### src/rtl/tap_pkg.sv
package tap_pkg;
  localparam int NAX = 3;

  typedef enum logic [2:0] {
    ST_IDLE,
    ST_TAP1,
    ST_LAT,
    ST_WIN,
    ST_TAP2,
    ST_HOLD
  } tap_state_e;
endpackage

### src/rtl/tap_axis_cmp.sv
module tap_axis_cmp #(
  parameter int NAX = 3,
  parameter int MW  = 8
) (
  input  logic [NAX*MW-1:0] mag_flat,
  input  logic [MW-1:0]     thr,
  input  logic [NAX-1:0]    en,
  output logic [NAX-1:0]    hit,
  output logic [NAX-1:0]    first,
  output logic              any
);
  for (genvar gi = 0; gi < NAX; gi++) begin : g_axis
    assign hit[gi] = en[gi] && (mag_flat[gi*MW +: MW] > thr);
  end

  // isolate the lowest set bit: axis 0 wins over 1, 1 over 2
  assign first = hit & (~hit + NAX'(1));
  assign any   = |hit;
endmodule

### src/rtl/tap_interval_cnt.sv
module tap_interval_cnt #(
  parameter int CW = 10
) (
  input  logic          clk,
  input  logic          rst,
  input  logic          clr,
  input  logic          adv,
  input  logic [CW-1:0] lim,
  output logic          expire
);
  logic [CW-1:0] cnt_q;

  always_ff @(posedge clk) begin
    if (rst || clr) cnt_q <= '0;
    else if (adv && (cnt_q != {CW{1'b1}})) cnt_q <= cnt_q + 1'b1;
  end

  assign expire = adv && (((CW+1)'(cnt_q) + (CW+1)'(1)) >= (CW+1)'(lim));
endmodule

### src/rtl/tap_seq_fsm.sv
module tap_seq_fsm
  import tap_pkg::*;
#(
  parameter int TW       = 8,
  parameter int LW_RATIO = 2
) (
  input  logic           clk,
  input  logic           rst,
  input  logic           smp_vld,
  input  logic           tick,
  input  logic           hit_any,
  input  logic [NAX-1:0] first_hit,
  input  logic [TW-1:0]  dur,
  input  logic [TW-1:0]  lat,
  input  logic [TW-1:0]  win,
  input  logic           suppress,
  input  logic           sgl_en,
  input  logic           dbl_en,
  output logic           single_o,
  output logic           double_o,
  output logic [NAX-1:0] rec_o
);
  localparam int CW = TW + $clog2(LW_RATIO) + 1;

  tap_state_e    state_q, nxt;
  logic          lvl_q;
  logic          fire_s, fire_d, rec_ld;
  logic          expire;
  logic [CW-1:0] lim;
  logic          dbl_act, tap_on, above_now, low_smp, high_smp;

  assign dbl_act   = dbl_en && (lat != '0) && (win != '0);
  assign tap_on    = (dur != '0) && (sgl_en || dbl_act);
  assign low_smp   = smp_vld && !hit_any;
  assign high_smp  = smp_vld && hit_any;
  assign above_now = smp_vld ? hit_any : lvl_q;

  always_comb begin
    case (state_q)
      ST_LAT:  lim = CW'(lat) * CW'(LW_RATIO);
      ST_WIN:  lim = CW'(win) * CW'(LW_RATIO);
      default: lim = CW'(dur);
    endcase
  end

  tap_interval_cnt #(.CW(CW)) cnt_i (
    .clk    (clk),
    .rst    (rst),
    .clr    (nxt != state_q),
    .adv    (tick),
    .lim    (lim),
    .expire (expire)
  );

  always_comb begin
    nxt    = state_q;
    fire_s = 1'b0;
    fire_d = 1'b0;
    rec_ld = 1'b0;
    case (state_q)
      ST_IDLE: begin
        if (tap_on && high_smp) begin
          nxt    = ST_TAP1;
          rec_ld = 1'b1;
        end
      end
      ST_TAP1: begin
        if (!tap_on) nxt = ST_IDLE;
        else if (low_smp) begin
          if (dbl_act) nxt = ST_LAT;
          else begin
            fire_s = sgl_en;
            nxt    = ST_IDLE;
          end
        end else if (expire) nxt = ST_HOLD;
      end
      ST_LAT: begin
        if (!tap_on || !dbl_act) begin
          fire_s = sgl_en && tap_on;
          nxt    = ST_IDLE;
        end else if (suppress && high_smp) begin
          fire_s = sgl_en;
          nxt    = ST_HOLD;
        end else if (expire) begin
          if (above_now) begin
            fire_s = sgl_en;
            nxt    = ST_HOLD;
          end else nxt = ST_WIN;
        end
      end
      ST_WIN: begin
        if (!tap_on || !dbl_act) begin
          fire_s = sgl_en && tap_on;
          nxt    = ST_IDLE;
        end else if (high_smp) begin
          nxt    = ST_TAP2;
          rec_ld = 1'b1;
        end else if (expire) begin
          fire_s = sgl_en;
          nxt    = ST_IDLE;
        end
      end
      ST_TAP2: begin
        if (!tap_on || !dbl_act) begin
          fire_s = sgl_en && tap_on;
          nxt    = ST_IDLE;
        end else if (low_smp) begin
          fire_s = sgl_en;
          fire_d = 1'b1;
          nxt    = ST_IDLE;
        end else if (expire) begin
          fire_s = sgl_en;
          nxt    = ST_HOLD;
        end
      end
      ST_HOLD: begin
        if (low_smp || !tap_on) nxt = ST_IDLE;
      end
      default: nxt = ST_IDLE;
    endcase
  end

  always_ff @(posedge clk) begin
    if (rst) begin
      state_q  <= ST_IDLE;
      lvl_q    <= 1'b0;
      single_o <= 1'b0;
      double_o <= 1'b0;
      rec_o    <= '0;
    end else begin
      state_q  <= nxt;
      single_o <= fire_s;
      double_o <= fire_d;
      if (smp_vld) lvl_q <= hit_any;
      if (rec_ld) rec_o <= first_hit;
    end
  end
endmodule

### src/rtl/tap_detect.sv
module tap_detect
  import tap_pkg::*;
#(
  parameter int MW       = 8,
  parameter int TW       = 8,
  parameter int LW_RATIO = 2
) (
  input  logic          clk,
  input  logic          rst,
  input  logic          smp_vld_i,
  input  logic          tick_i,
  input  logic [MW-1:0] mag_x_i,
  input  logic [MW-1:0] mag_y_i,
  input  logic [MW-1:0] mag_z_i,
  input  logic [MW-1:0] thresh_i,
  input  logic [TW-1:0] dur_i,
  input  logic [TW-1:0] latency_i,
  input  logic [TW-1:0] window_i,
  input  logic [2:0]    axis_en_i,
  input  logic          suppress_i,
  input  logic          sgl_en_i,
  input  logic          dbl_en_i,
  output logic          single_o,
  output logic          double_o,
  output logic [2:0]    first_axis_o
);
  logic [NAX-1:0] hit, first_hit;
  logic           hit_any;

  tap_axis_cmp #(.NAX(NAX), .MW(MW)) cmp_i (
    .mag_flat ({mag_z_i, mag_y_i, mag_x_i}),
    .thr      (thresh_i),
    .en       (axis_en_i),
    .hit      (hit),
    .first    (first_hit),
    .any      (hit_any)
  );

  tap_seq_fsm #(.TW(TW), .LW_RATIO(LW_RATIO)) fsm_i (
    .clk       (clk),
    .rst       (rst),
    .smp_vld   (smp_vld_i),
    .tick      (tick_i),
    .hit_any   (hit_any),
    .first_hit (first_hit),
    .dur       (dur_i),
    .lat       (latency_i),
    .win       (window_i),
    .suppress  (suppress_i),
    .sgl_en    (sgl_en_i),
    .dbl_en    (dbl_en_i),
    .single_o  (single_o),
    .double_o  (double_o),
    .rec_o     (first_axis_o)
  );
endmodule

### config.mk
export PLATFORM = sky130hd
export DESIGN_NAME = tap_detect
export DESIGN_NICKNAME = d
export VERILOG_FILES = /design/src/rtl/tap_pkg.sv /design/src/rtl/tap_axis_cmp.sv /design/src/rtl/tap_interval_cnt.sv /design/src/rtl/tap_seq_fsm.sv /design/src/rtl/tap_detect.sv
export SDC_FILE = /design/constraint.sdc
export NUM_CORES = 1
export LEC_CHECK = 0
export ABC_AREA = 1
export BUFFER_PORTS_ARGS = -buffer_cell sky130_fd_sc_hd__buf_2
export CORE_ASPECT_RATIO = 1.4
export CORE_MARGIN = 3
export CORE_UTILIZATION = 56
export CTS_CLUSTER_SIZE = 8
export DETAILED_ROUTE_END_ITERATION = 6
export HOLD_SLACK_MARGIN = 0.05
export PLACE_DENSITY = 0.95
export SETUP_SLACK_MARGIN = 0.3
export SYNTH_ARGS = -nofsm -noshare
export SYNTH_HDL_FRONTEND = slang
export SYNTH_SLANG_ARGS = --single-unit
export TNS_END_PERCENT = 5
### constraint.sdc
create_clock -name clk -period 4.5 [get_ports clk]
set_clock_uncertainty 0.05 [all_clocks]
set_input_delay 0.45 -clock clk [delete_from_list [all_inputs] [get_ports clk]]
set_output_delay 0.45 -clock clk [all_outputs]
set_load 0.01 [all_outputs]
; ---- Yosys cells after proc, flatten, opt, wreduce, memory -nomap -nowiden
; Cells that the tools add are included.
[totals]
regBits = 19
input_bits = 66
output_inout_bits = 5
word_cells = 85
[classes]
n_addsub = 3
magnitude_cmp = 4
n_eq_ne = 7
n_mux = 36
bitwise_logic = 3
n_reduce_logical = 26
[ops]
columns = cell, n
row1 = $mux W3, 14
row2 = $gt A8 B8 Y1, 3
row3 = $reduce_bool A8 Y1, 3
row4 = $pmux W3 S6, 1
row5 = $pmux W9 S2, 1
row6 = $mux W1, 17
row7 = $logic_and A1 B1 Y1, 13
row8 = $add A10 B1 Y11 const B, 1
row9 = $ge A11 B10 Y1, 1
row10 = $add A10 B1 Y10 const B, 1
row11 = $ne A10 B10 Y1 const B, 1
row12 = $eq A3 B2 Y1 const B, 2
row13 = $eq A3 B3 Y1 const B, 2
row14 = $reduce_or A3 Y1, 2
row15 = $logic_or A1 B1 Y1, 4
row16 = $pmux W1 S4, 1
row17 = $add A3 B1 Y3 const B, 1
row18 = $and A3 B3 Y3, 1
row19 = $eq A3 B1 Y1 const B, 1
row20 = $logic_not A1 Y1, 3
row21 = $logic_not A3 Y1, 1
row22 = $ne A3 B3 Y1, 1
row23 = $not A3 Y3, 1
row24 = $mux W2, 1
row25 = other kinds (2), 2

; ---- Logic depth before layout (Yosys ltp)
; Gate-level depths: netlist of run 1.
[depth]
word_depth = 11
depth_mapped = 26
depth_no_buf = 26

; ---- Modules after synthesis
; Synthesis of run 1 repeated with hierarchy kept, for this count alone.
[hier_totals]
cells_unflattened = 389
area_unflattened_um2 = 2459.9
[by_module_without_submodules]
columns = module, instances, cells_each, area_each_um2, seq_area_each_um2
row1 = tap_interval_cnt, 1, 125, 905.9, 200.2
row2 = tap_seq_fsm, 1, 159, 894.6, 180.2
row3 = tap_axis_cmp, 1, 105, 659.4, 0.0

; ---- Least setup slack after synthesis of run 1
; No wires, ideal clock.
[synth_path]
path_kind = register to register
start = register fsm_i.state_q[1]
end = register fsm_i.cnt_i.cnt_q[0]
setup_time_ns = 0.063
arrival_time_ns = 2.911
t_required_ns = 4.387
path_slack_ns = 1.476
stages_incl_launch_ff = 25
path_buffers = 0
period_less_slack_ns = 3.024
path_cell_list = dfxtp_1 > inv_1 > nor2_2 > inv_1 > nor2_1 > inv_1 > o22ai_1 > a21oi_1 > ha_1 > nand2_1 > nor2_1 > nand4_1 > nand3_1 > nand2_1 > nand3_1 > nand2_2 > nand2_2 > nand2_1 > nand2_1 > nand2_1 > nand3_1 > nand2_1 > nor2_2 > nand2_4 > nor2_2
[synth_between]
elab_chain_cells = 10
word_cells_on_any_way = 25
cone_classes = 1 x order compare / 6 x eq/ne / 15 x mux / 3 x reduce/logical
[synth_rtl]
columns = element, line
row1 = start: declaration, tap_seq_fsm.sv:25  ; tap_state_e state_q, nxt;
row2 = start signal: assignment, tap_seq_fsm.sv:131  ; state_q <= nxt;
row3 = $eq A3 B2 Y1, "tap_seq_fsm.sv:39, tap_seq_fsm.sv:60"
row4 = $pmux W9 S2, tap_seq_fsm.sv:39  ; case (state_q)
row5 = $ge A11 B10 Y1, tap_interval_cnt.sv:18  ; assign expire = adv && (((CW+1)'(cnt_q) + (CW+1)'(1)) >= (CW+1)'(lim));
row6 = $logic_and A1 B1 Y1, tap_interval_cnt.sv:18
row7 = $mux W3 (on tied branches) (3 in a row), --
row8 = $pmux W3 S6, tap_seq_fsm.sv:60  ; case (state_q)
row9 = $ne A3 B3 Y1 (*), tap_seq_fsm.sv:49  ; .clr (nxt != state_q),
row10 = $logic_or A1 B1 Y1 (*), tap_interval_cnt.sv:14  ; if (rst || clr) cnt_q <= '0;
row11 = end signal: assignment, tap_interval_cnt.sv:15  ; else if (adv && (cnt_q != {CW{1'b1}})) cnt_q <= cnt_q + 1'b1;
row12 = end: declaration, tap_interval_cnt.sv:11  ; logic [CW-1:0] cnt_q;
; Every way passes the cells marked *; elsewhere a longest branch is shown, timed or not.
; A chain may end at the register's enable or synchronous reset.

; ---- Worst setup path after layout of run 1
; Ends and elaborated chain as after synthesis.

==> Implementation_results.wiki, run 1 <==
{| class="wikitable"
! Metric !! Value
|-
| Largest family of logic cells by synthesized area || simple AND/OR/NAND/NOR gates
|-
| Capturing element type of the critical path || flip-flop
|-
| Starting density of the core || between 60% and 70%
|-
| Cell at the root of the clock tree || sky130_fd_sc_hd__clkbuf_8
|-
| Largest fanout on the critical path || 11
|-
| Critical Path RT || between 4 and 5 ns
|-
| Post-detailed-route wirelength per cell || ~12 um
|-
| TritonCTS sink count || 19
|-
| Count of vias placed by the detailed router || around 2600
|-
| I/O pin count || between 70 and 80
|-
| Ys flop type || sky130_fd_sc_hd__dfxtp_1
|-
| Clock transition at the registers of the reported paths || approximately 0.080 ns
|-
| Insertion delay to the later sink of the worst-skew pair || roughly 0.26 ns
|-
| Endpoint of the lowest-slack register-to-register path || fsm_i.cnt_i.cnt_q[0]
|-
| Syn Nets || approximately 450
|-
| Power density cells || between 150 and 200 nW/um^2
|-
| Post-Synthesis Cells || roughly 350
|-
| Start point of the critical path || fsm_i.state_q[1]
|-
| Leak || ~1.5 nW
|-
| Run status || finished clean
|-
| Post-synthesis cell area || roughly 2200 sq um
|-
| Setup-failing EPs final || 0
|-
| Post-route total power || ~0.50 mW
|-
| Maximum number of pins on one net before global-route repair || 17
|-
| Total routing usage reported by global routing || roughly a quarter
|-
| Synthesized-area fraction occupied by ao, oa, aoi and oai cells || roughly 16%
|-
| X dimension of the die || approximately 60 um
|-
| Number of flip-flops and latches in the synthesized netlist || 19
|-
| Number of buffers added by the clock tree synthesis step || 3
|-
| Total overflow reported by the global router || 0
|-
| Portion of netlist area occupied by mux cells || 0.890%
|-
| Unrepaired setup endpoints after global routing || false
|-
| First-pass GRT wire length || roughly 9400 um
|-
| Core outline area || around 3700 sq um
|-
| Max H-tree Level || 1
|-
| Drc violations || 0
|-
| Final period util || 79.5%
|-
| Overall die area || 4820 sq um
|-
| XOR/XNOR share of the synthesized area || under 10%
|-
| Sequential cell area || between 300 and 400 sq um
|-
| HPWL after detailed placement || about 4800 um
|-
| Number of synthesized flops with an enable pin || 0
|-
| Fmax achieved || ~280 MHz
|-
| Final period demand of the worst path || 3.58 ns
|-
| Post-layout net count || between 500 and 600
|-
| Area of the multi-input gates || roughly 1700 sq um
|-
| Maximum clock path buffer count || 2
|-
| Worst endpoint data arrival time || roughly 3.7 ns
|-
| Synth top area share || 18.9%
|-
| Detailed Route Iter0 Violations || 98
|-
| Antenna violation net count after detailed routing || 0
|-
| Filler cell count || approximately 300
|-
| Reg2Reg Launch Point || fsm_i.state_q[1]
|-
| Port Buf Inserts || 70
|-
| Distinct cell type count of the synthesized netlist || 34
|-
| Sum Neg Setup Slack || 0 ns
|-
| Post-CTS Setup Bufs || 0
|-
| Clock tree from TritonCTS || yes
|-
| Fraction of final layout cells with drive strength greater than 1 || 23.5%
|-
| Sort of element at the start of the critical path || flip-flop
|-
| Worst Tran Pin Value || between 0.6 and 0.7 ns
|-
| Post-Route WL || 5630 um
|-
| Yosys synthesis warning count || 0
|-
| Mean instance size in the synthesized netlist || 6.37 sq um
|-
| Resized cells post-CTS || 0
|-
| Hold Vio Cnt, Final || 0
|-
| Tightest Hold Check Type || input port to flip-flop
|-
| Reg2reg setup slack || 0.92 ns
|-
| Number of global-route vias before repair || 2439
|-
| Most repeated cell in the gate-level netlist after synthesis || sky130_fd_sc_hd__nand2_1
|-
| Die Y-Extent || slightly above 80 um
|-
| Synth Area in Adders || around a fifth
|-
| Rows || 26
|-
| Peak supply drop || between 150 and 200 uV
|-
| Antenna diode instance count || 0
|-
| Detailed Routing Iterations Pass 1 || 4
|-
| Max-slew headroom || a little over half
|-
| Top cells by area, synth || sky130_fd_sc_hd__ha_1 19%, sky130_fd_sc_hd__dfxtp_1 17%, sky130_fd_sc_hd__nand2_1 16%, sky130_fd_sc_hd__inv_1 8.5%, sky130_fd_sc_hd__nor2_1 6.3%
|-
| Share of synthesized registers carrying an async set or reset || 0%
|-
| Post-Synth Simple-Gate Area || about 36%
|-
| Fraction of the yosys area taken by sequential cells || 16.9%
|-
| Detail-routed via count per cell || between 5 and 6
|-
| CP endpoint || fsm_i.cnt_i.cnt_q[0]
|-
| Worst-case reg-to-reg path depth || 24
|-
| Area leader, netlist || sky130_fd_sc_hd__ha_1
|-
| Count of maximum capacitance violations || 0
|-
| Final Wtd Congestion || 0.942
|-
| Ranking of synthesized cells by instance count || 94 x sky130_fd_sc_hd__nand2_1, 51 x sky130_fd_sc_hd__inv_1, 38 x sky130_fd_sc_hd__nor2_1
|-
| Hold buffer count at cts || 0
|-
| Synth-to-Final Area Change || 19.6%
|-
| Max Slew Vio Count || 0
|-
| Number of antenna violations at the first check in global routing || 0
|-
| Type of the setup path with the least slack || flip-flop to flip-flop
|}
[worst min path at each step]
stage                     start              to  slack (ns)  cells past startpoint
floorplan           fsm_i.lvl_q     fsm_i.lvl_q        0.39                      2
global placement    fsm_i.lvl_q     fsm_i.lvl_q        0.41                      2
detailed placement  fsm_i.lvl_q     fsm_i.lvl_q        0.43                      2
CTS                         rst  fsm_i.single_o        0.40                      2
global route                rst  fsm_i.single_o        0.42                      2
finish                      rst  fsm_i.single_o        0.40                      2
[power by group]
group | leakage [nW] | switching (mW) | internal (mW)
Sequential | 0.155 | 0.00765 | 0.177
Clock | 0.0255 | 0.0628 | 0.0617
Combinational | 1.34 | 0.110 | 0.0786
Total | 1.52 | 0.180 | 0.318
[cell type report]
type,count,share of cell area [%]
multi-input cells,279,61.7
clock inverters,1,0.186
clock buffers,3,1.54
flip-flops and latches,19,14.1
inverters,53,7.40
well taps,42,1.95
repair buffers,70,13.0
[flip-flops by register name, indices dropped and copies added, names as in the netlist]
register / count
fsm_i.lvl_q: 1
fsm_i.single_o: 1
fsm_i.state_q: 3
fsm_i.rec_o: 3
fsm_i.cnt_i.cnt_q: 10
fsm_i.double_o: 1
[cells by family after synthesis]
kind of cell             Yosys count
AND/OR/NAND/NOR                  180
buffers and inverters             55
adder cells (fa/ha/maj)           34
flip-flops                        19
multiplexers                       2
AO/OA/AOI/OAI                     56
XOR/XNOR                           7
[metrics by stage]
step | worst slack [ns] | instance area [sq um] | std cells | hold WS, ns | util (%)
floorplan | 1.48 | 2250 | 353 | 0.395 | -
global placement | 1.18 | 2640 | 463 | 0.410 | 70.6
detailed placement | 1.01 | 2640 | 463 | 0.426 | 70.6
CTS | 0.999 | 2690 | 467 | 0.397 | 71.9
global route | 0.436 | 2690 | 467 | 0.418 | 71.9
finish | 0.924 | 2690 | 467 | 0.397 | 71.9
[critical path, stage by stage (launching register included)]
cell and delay [ns]:
sky130_fd_sc_hd__dfxtp_1 0.38, sky130_fd_sc_hd__inv_1 0.08, sky130_fd_sc_hd__nor2_2 0.21, sky130_fd_sc_hd__inv_1 0.14
sky130_fd_sc_hd__nor2_1 0.54, sky130_fd_sc_hd__inv_1 0.13, sky130_fd_sc_hd__o22ai_1 0.14, sky130_fd_sc_hd__a21oi_1 0.07
sky130_fd_sc_hd__ha_1 0.27, sky130_fd_sc_hd__nand2_1 0.07, sky130_fd_sc_hd__nor2_1 0.15, sky130_fd_sc_hd__nand4_1 0.10
sky130_fd_sc_hd__nand3_1 0.09, sky130_fd_sc_hd__nand2_1 0.05, sky130_fd_sc_hd__nand3_1 0.08, sky130_fd_sc_hd__nand2_2 0.10
sky130_fd_sc_hd__nand2_2 0.11, sky130_fd_sc_hd__nand3_2 0.07, sky130_fd_sc_hd__nand2_1 0.08, sky130_fd_sc_hd__nand2_1 0.06
sky130_fd_sc_hd__nand2_1 0.11, sky130_fd_sc_hd__nor2_1 0.05, sky130_fd_sc_hd__nor2_2 0.15, sky130_fd_sc_hd__nand2_4 0.14
sky130_fd_sc_hd__nor2_2 0.10
[layout by cell type (no fill, tap or decap), drive strengths merged, types with 7 or more instances in the layout]
cell	netlist	final
buf	1	70
ha	34	34
inv	53	53
nand3	20	20
o21ai	12	12
nor2	53	53
nand2	98	98
xor2	7	7
dfxtp	19	19
a21oi	21	21
[layer usage]
layer	track usage (%)	vias to the layer above	wire length [um]
li1	-	1303	-
met1	23.9	1112	2080
met2	48.0	117	2880
met3	2.86	24	439
met4	12.9	0	233
met5	0	-	0
Power figures use the tool's default switching activity.
==> run 2: changes to the inputs <==
Settings changed: CORE_UTILIZATION 56 to 52, PLACE_DENSITY 0.95 to 0.91.
Clock period 4.5 ns to 3.35 ns, I/O delays scaled along.
==> Implementation_results.wiki, run 2 (synthesized netlist as in run 1, its figures left out) <==
{| class="wikitable"
! Metric !! Value
|-
| Run status || finished clean (unchanged)
|-
| Total routing usage reported by global routing || 24.3% (was 24.5%)
|-
| Worst Tran Pin Value || 0.607 ns (was 0.678 ns)
|-
| Clock group share of total power || 23.5% (was 25.0%)
|-
| Maximum number of pins on one net before global-route repair || 17 (unchanged)
|-
| Leading cell type in the layout, fill and taps excluded || sky130_fd_sc_hd__nand2_1 (unchanged)
|-
| Post-Route WL || 6980 um (was 5630 um)
|-
| Setup-failing EPs final || 0 (unchanged)
|-
| Antenna diode instance count || 0 (unchanged)
|-
| Total overflow reported by the global router || 0 (unchanged)
|-
| Cell count along the critical path || 25 (was 24)
|-
| Post-route design area || 3000 sq um (was 2690 sq um)
|-
| Antenna violation net count after detailed routing || 0 (unchanged)
|-
| TritonCTS sink count || 19 (unchanged)
|-
| Unrepaired setup endpoints after global routing || true (was false)
|-
| Number of antenna violations at the first check in global routing || 0 (unchanged)
|-
| Die Y-Extent || 83.8 um (was 81.0 um)
|-
| Int Pwr || 0.441 mW (was 0.318 mW)
|-
| Count of vias placed by the detailed router || 2727 (was 2556)
|-
| I/O pin count || 71 (unchanged)
|-
| Post-DP Area || 2670 sq um (was 2640 sq um)
|-
| Most frequent cells in the layout || 82 x sky130_fd_sc_hd__nand2_1, 70 x sky130_fd_sc_hd__buf_2, 46 x sky130_fd_sc_hd__inv_1 (was 94 x sky130_fd_sc_hd__nand2_1, 70 x sky130_fd_sc_hd__buf_2, 51 x sky130_fd_sc_hd__inv_1)
|-
| Leak || 1.62 nW (was 1.52 nW)
|-
| Clock tree from TritonCTS || yes (unchanged)
|-
| Fmax achieved || 302 MHz (was 280 MHz)
|-
| CP endpoint || fsm_i.cnt_i.cnt_q[3] (was fsm_i.cnt_i.cnt_q[0])
|-
| Type of the setup path with the least slack || flip-flop to flip-flop (unchanged)
|-
| Cell with the biggest individual delay on the critical path || sky130_fd_sc_hd__dfxtp_4 (was sky130_fd_sc_hd__nor2_1)
|-
| Insertion delay to the later sink of the worst-skew pair || 0.26 ns (about the same)
|-
| Reg2reg setup slack || 0.04 ns (was 0.92 ns)
|-
| Cell at the root of the clock tree || sky130_fd_sc_hd__clkbuf_8 (unchanged)
|-
| Power spent charging and discharging nets || 0.269 mW (was 0.180 mW)
|-
| Flip-flop count of the largest register, all copies and words added || 10 (unchanged)
|-
| Largest fanout on the critical path || 6 (was 11)
|-
| First-pass GRT wire length || 9980 um (was 9360 um)
|-
| Rows || 27 (was 26)
|-
| Hold buffer count at cts || 0 (unchanged)
|-
| Overall die area || 5160 sq um (was 4820 sq um)
|-
| Max Slew Vio Count || 0 (unchanged)
|-
| Endpoint of the lowest-slack register-to-register path || fsm_i.cnt_i.cnt_q[3] (was fsm_i.cnt_i.cnt_q[0])
|-
| Post-placement setup slack || 0.273 ns (was 1.01 ns)
|-
| Worst Path Buf+Inv || 2 (was 3)
|-
| Capturing element type of the critical path || flip-flop (unchanged)
|-
| Worst setup slack after layout || 0.0428 ns (was 0.924 ns)
|-
| X dimension of the die || 61.6 um (was 59.6 um)
|-
| Fraction of final layout cells with drive strength greater than 1 || 35.4% (was 23.5%)
|-
| Dominant delay contributor by cell family on the critical path || simple AND/OR/NAND/NOR gates (unchanged)
|-
| Final Wtd Congestion || 1.03 (was 0.942)
|-
| Starting density of the core || 55.5% (was 60.1%)
|-
| Part of the total power dissipated in combinational logic || 40.9% (was 37.8%)
|-
| Largest reg by FF count || fsm_i.cnt_i.cnt_q (unchanged)
|-
| Synth-to-Final Area Change || 33.5% (was 19.6%)
|-
| Fraction of power spent switching nets || 37.9% (was 36.2%)
|-
| Reg2Reg Launch Point || fsm_i.cnt_i.cnt_q[0] (was fsm_i.state_q[1])
|-
| Detailed Route Iter0 Violations || 116 (was 98)
|-
| Post-layout net count || 539 (was 526)
|-
| HPWL after detailed placement || 5030 um (was 4800 um)
|-
| Peak supply drop || 235 uV (was 188 uV)
|-
| Drc violations || 0 (unchanged)
|-
| Detailed Routing Iterations Pass 1 || 4 (unchanged)
|-
| Stage delay of the slowest cell on the critical path || 0.38 ns (was 0.54 ns)
|-
| Max-slew headroom || 59.4% (was 54.7%)
|-
| Hold Vio Cnt, Final || 0 (unchanged)
|-
| Detail-routed via count per cell || 5.67 (was 5.47)
|-
| Port Buf Inserts || 70 (unchanged)
|-
| Clock transition at the registers of the reported paths || 0.08 ns (about the same)
|-
| Count of maximum capacitance violations || 0 (unchanged)
|-
| Worst-case reg-to-reg path depth || 25 (was 24)
|-
| Core outline area || 4050 sq um (was 3740 sq um)
|-
| Largest registers || fsm_i.cnt_i.cnt_q (10), fsm_i.rec_o (3), fsm_i.state_q (3) (unchanged)
|-
| Final period demand of the worst path || 3.31 ns (was 3.58 ns)
|-
| Max H-tree Level || 1 (unchanged)
|-
| Number of global-route vias before repair || 2561 (was 2439)
|-
| Post-detailed-route wirelength per cell || 14.5 um (was 12.1 um)
|-
| Sort of element at the start of the critical path || flip-flop (unchanged)
|-
| Number of buffers added by the clock tree synthesis step || 3 (unchanged)
|-
| Final period util || 98.7% (was 79.5%)
|-
| Maximum clock path buffer count || 2 (unchanged)
|-
| Critical Path RT || 3.50 ns (was 4.65 ns)
|-
| Start point of the critical path || fsm_i.cnt_i.cnt_q[0] (was fsm_i.state_q[1])
|-
| Power density cells || 236 nW/um^2 (was 185 nW/um^2)
|-
| Tightest Hold Check Type || input port to flip-flop (unchanged)
|-
| Sequential group share of total power || 35.6% (was 37.2%)
|-
| Worst endpoint data arrival time || 3.46 ns (was 3.73 ns)
|}
## run 2: stage by stage
step           power, mW  hold WS [ns]  setup TNS (ns)  cells  util [%]
5_1_grt            0.760         0.292          -0.738    481      74.0
2_1_floorplan      0.419         0.354               0    353         -
3_5_place_dp       0.508         0.421               0    467      65.8
4_1_cts            0.679         0.289               0    472      67.7
3_3_place_gp       0.497         0.413               0    467      65.8
6_report           0.710         0.287               0    481      74.0
## run 2: area by class of cell
class                           instances  area [sq um]
Sequential cell                        19           390
Multi-Input combinational cell        280          1870
Inverter                               53           201
Fill cell                             296          1050
Clock buffer                            3          41.3
Tap cell                               43          53.8
Timing Repair Buffer                   82           444
Clock inverter                          1          5.00
## run 2: worst min-delay path by stage
stage	start	endpoint	slack, ns	depth (start not counted)
after global placement	fsm_i.lvl_q	fsm_i.lvl_q	0.41	2
after detailed placement	fsm_i.lvl_q	fsm_i.lvl_q	0.42	2
after CTS	rst	fsm_i.single_o	0.29	2
final	rst	fsm_i.single_o	0.29	2
after floorplan	rst	fsm_i.lvl_q	0.35	1
after global routing	rst	fsm_i.single_o	0.29	2
## run 2: repair_timing
item,in CTS,in global routing
cloned,1,0
gates resized for setup,8,51
endpoints found under the setup margin,10,10
setup buffers,0,9
pin swaps,3,21
## run 2: per-layer routing
layer	up-vias	track usage (%)	share of wire (%)
li1	1328	-	-
met1	1215	23.9	35
met2	145	46.1	52
met3	39	2.63	7.1
met4	0	12.2	5.4
met5	-	0	0
## run 2: power by group through the flow
stage               Sequential [mW]  Combinational (mW)  Clock [mW]
finish                        0.253               0.290       0.167
floorplan                     0.253               0.166           0
global route                  0.254               0.327       0.179
global placement              0.254               0.244           0
detailed placement            0.254               0.254           0
CTS                           0.250               0.263       0.167
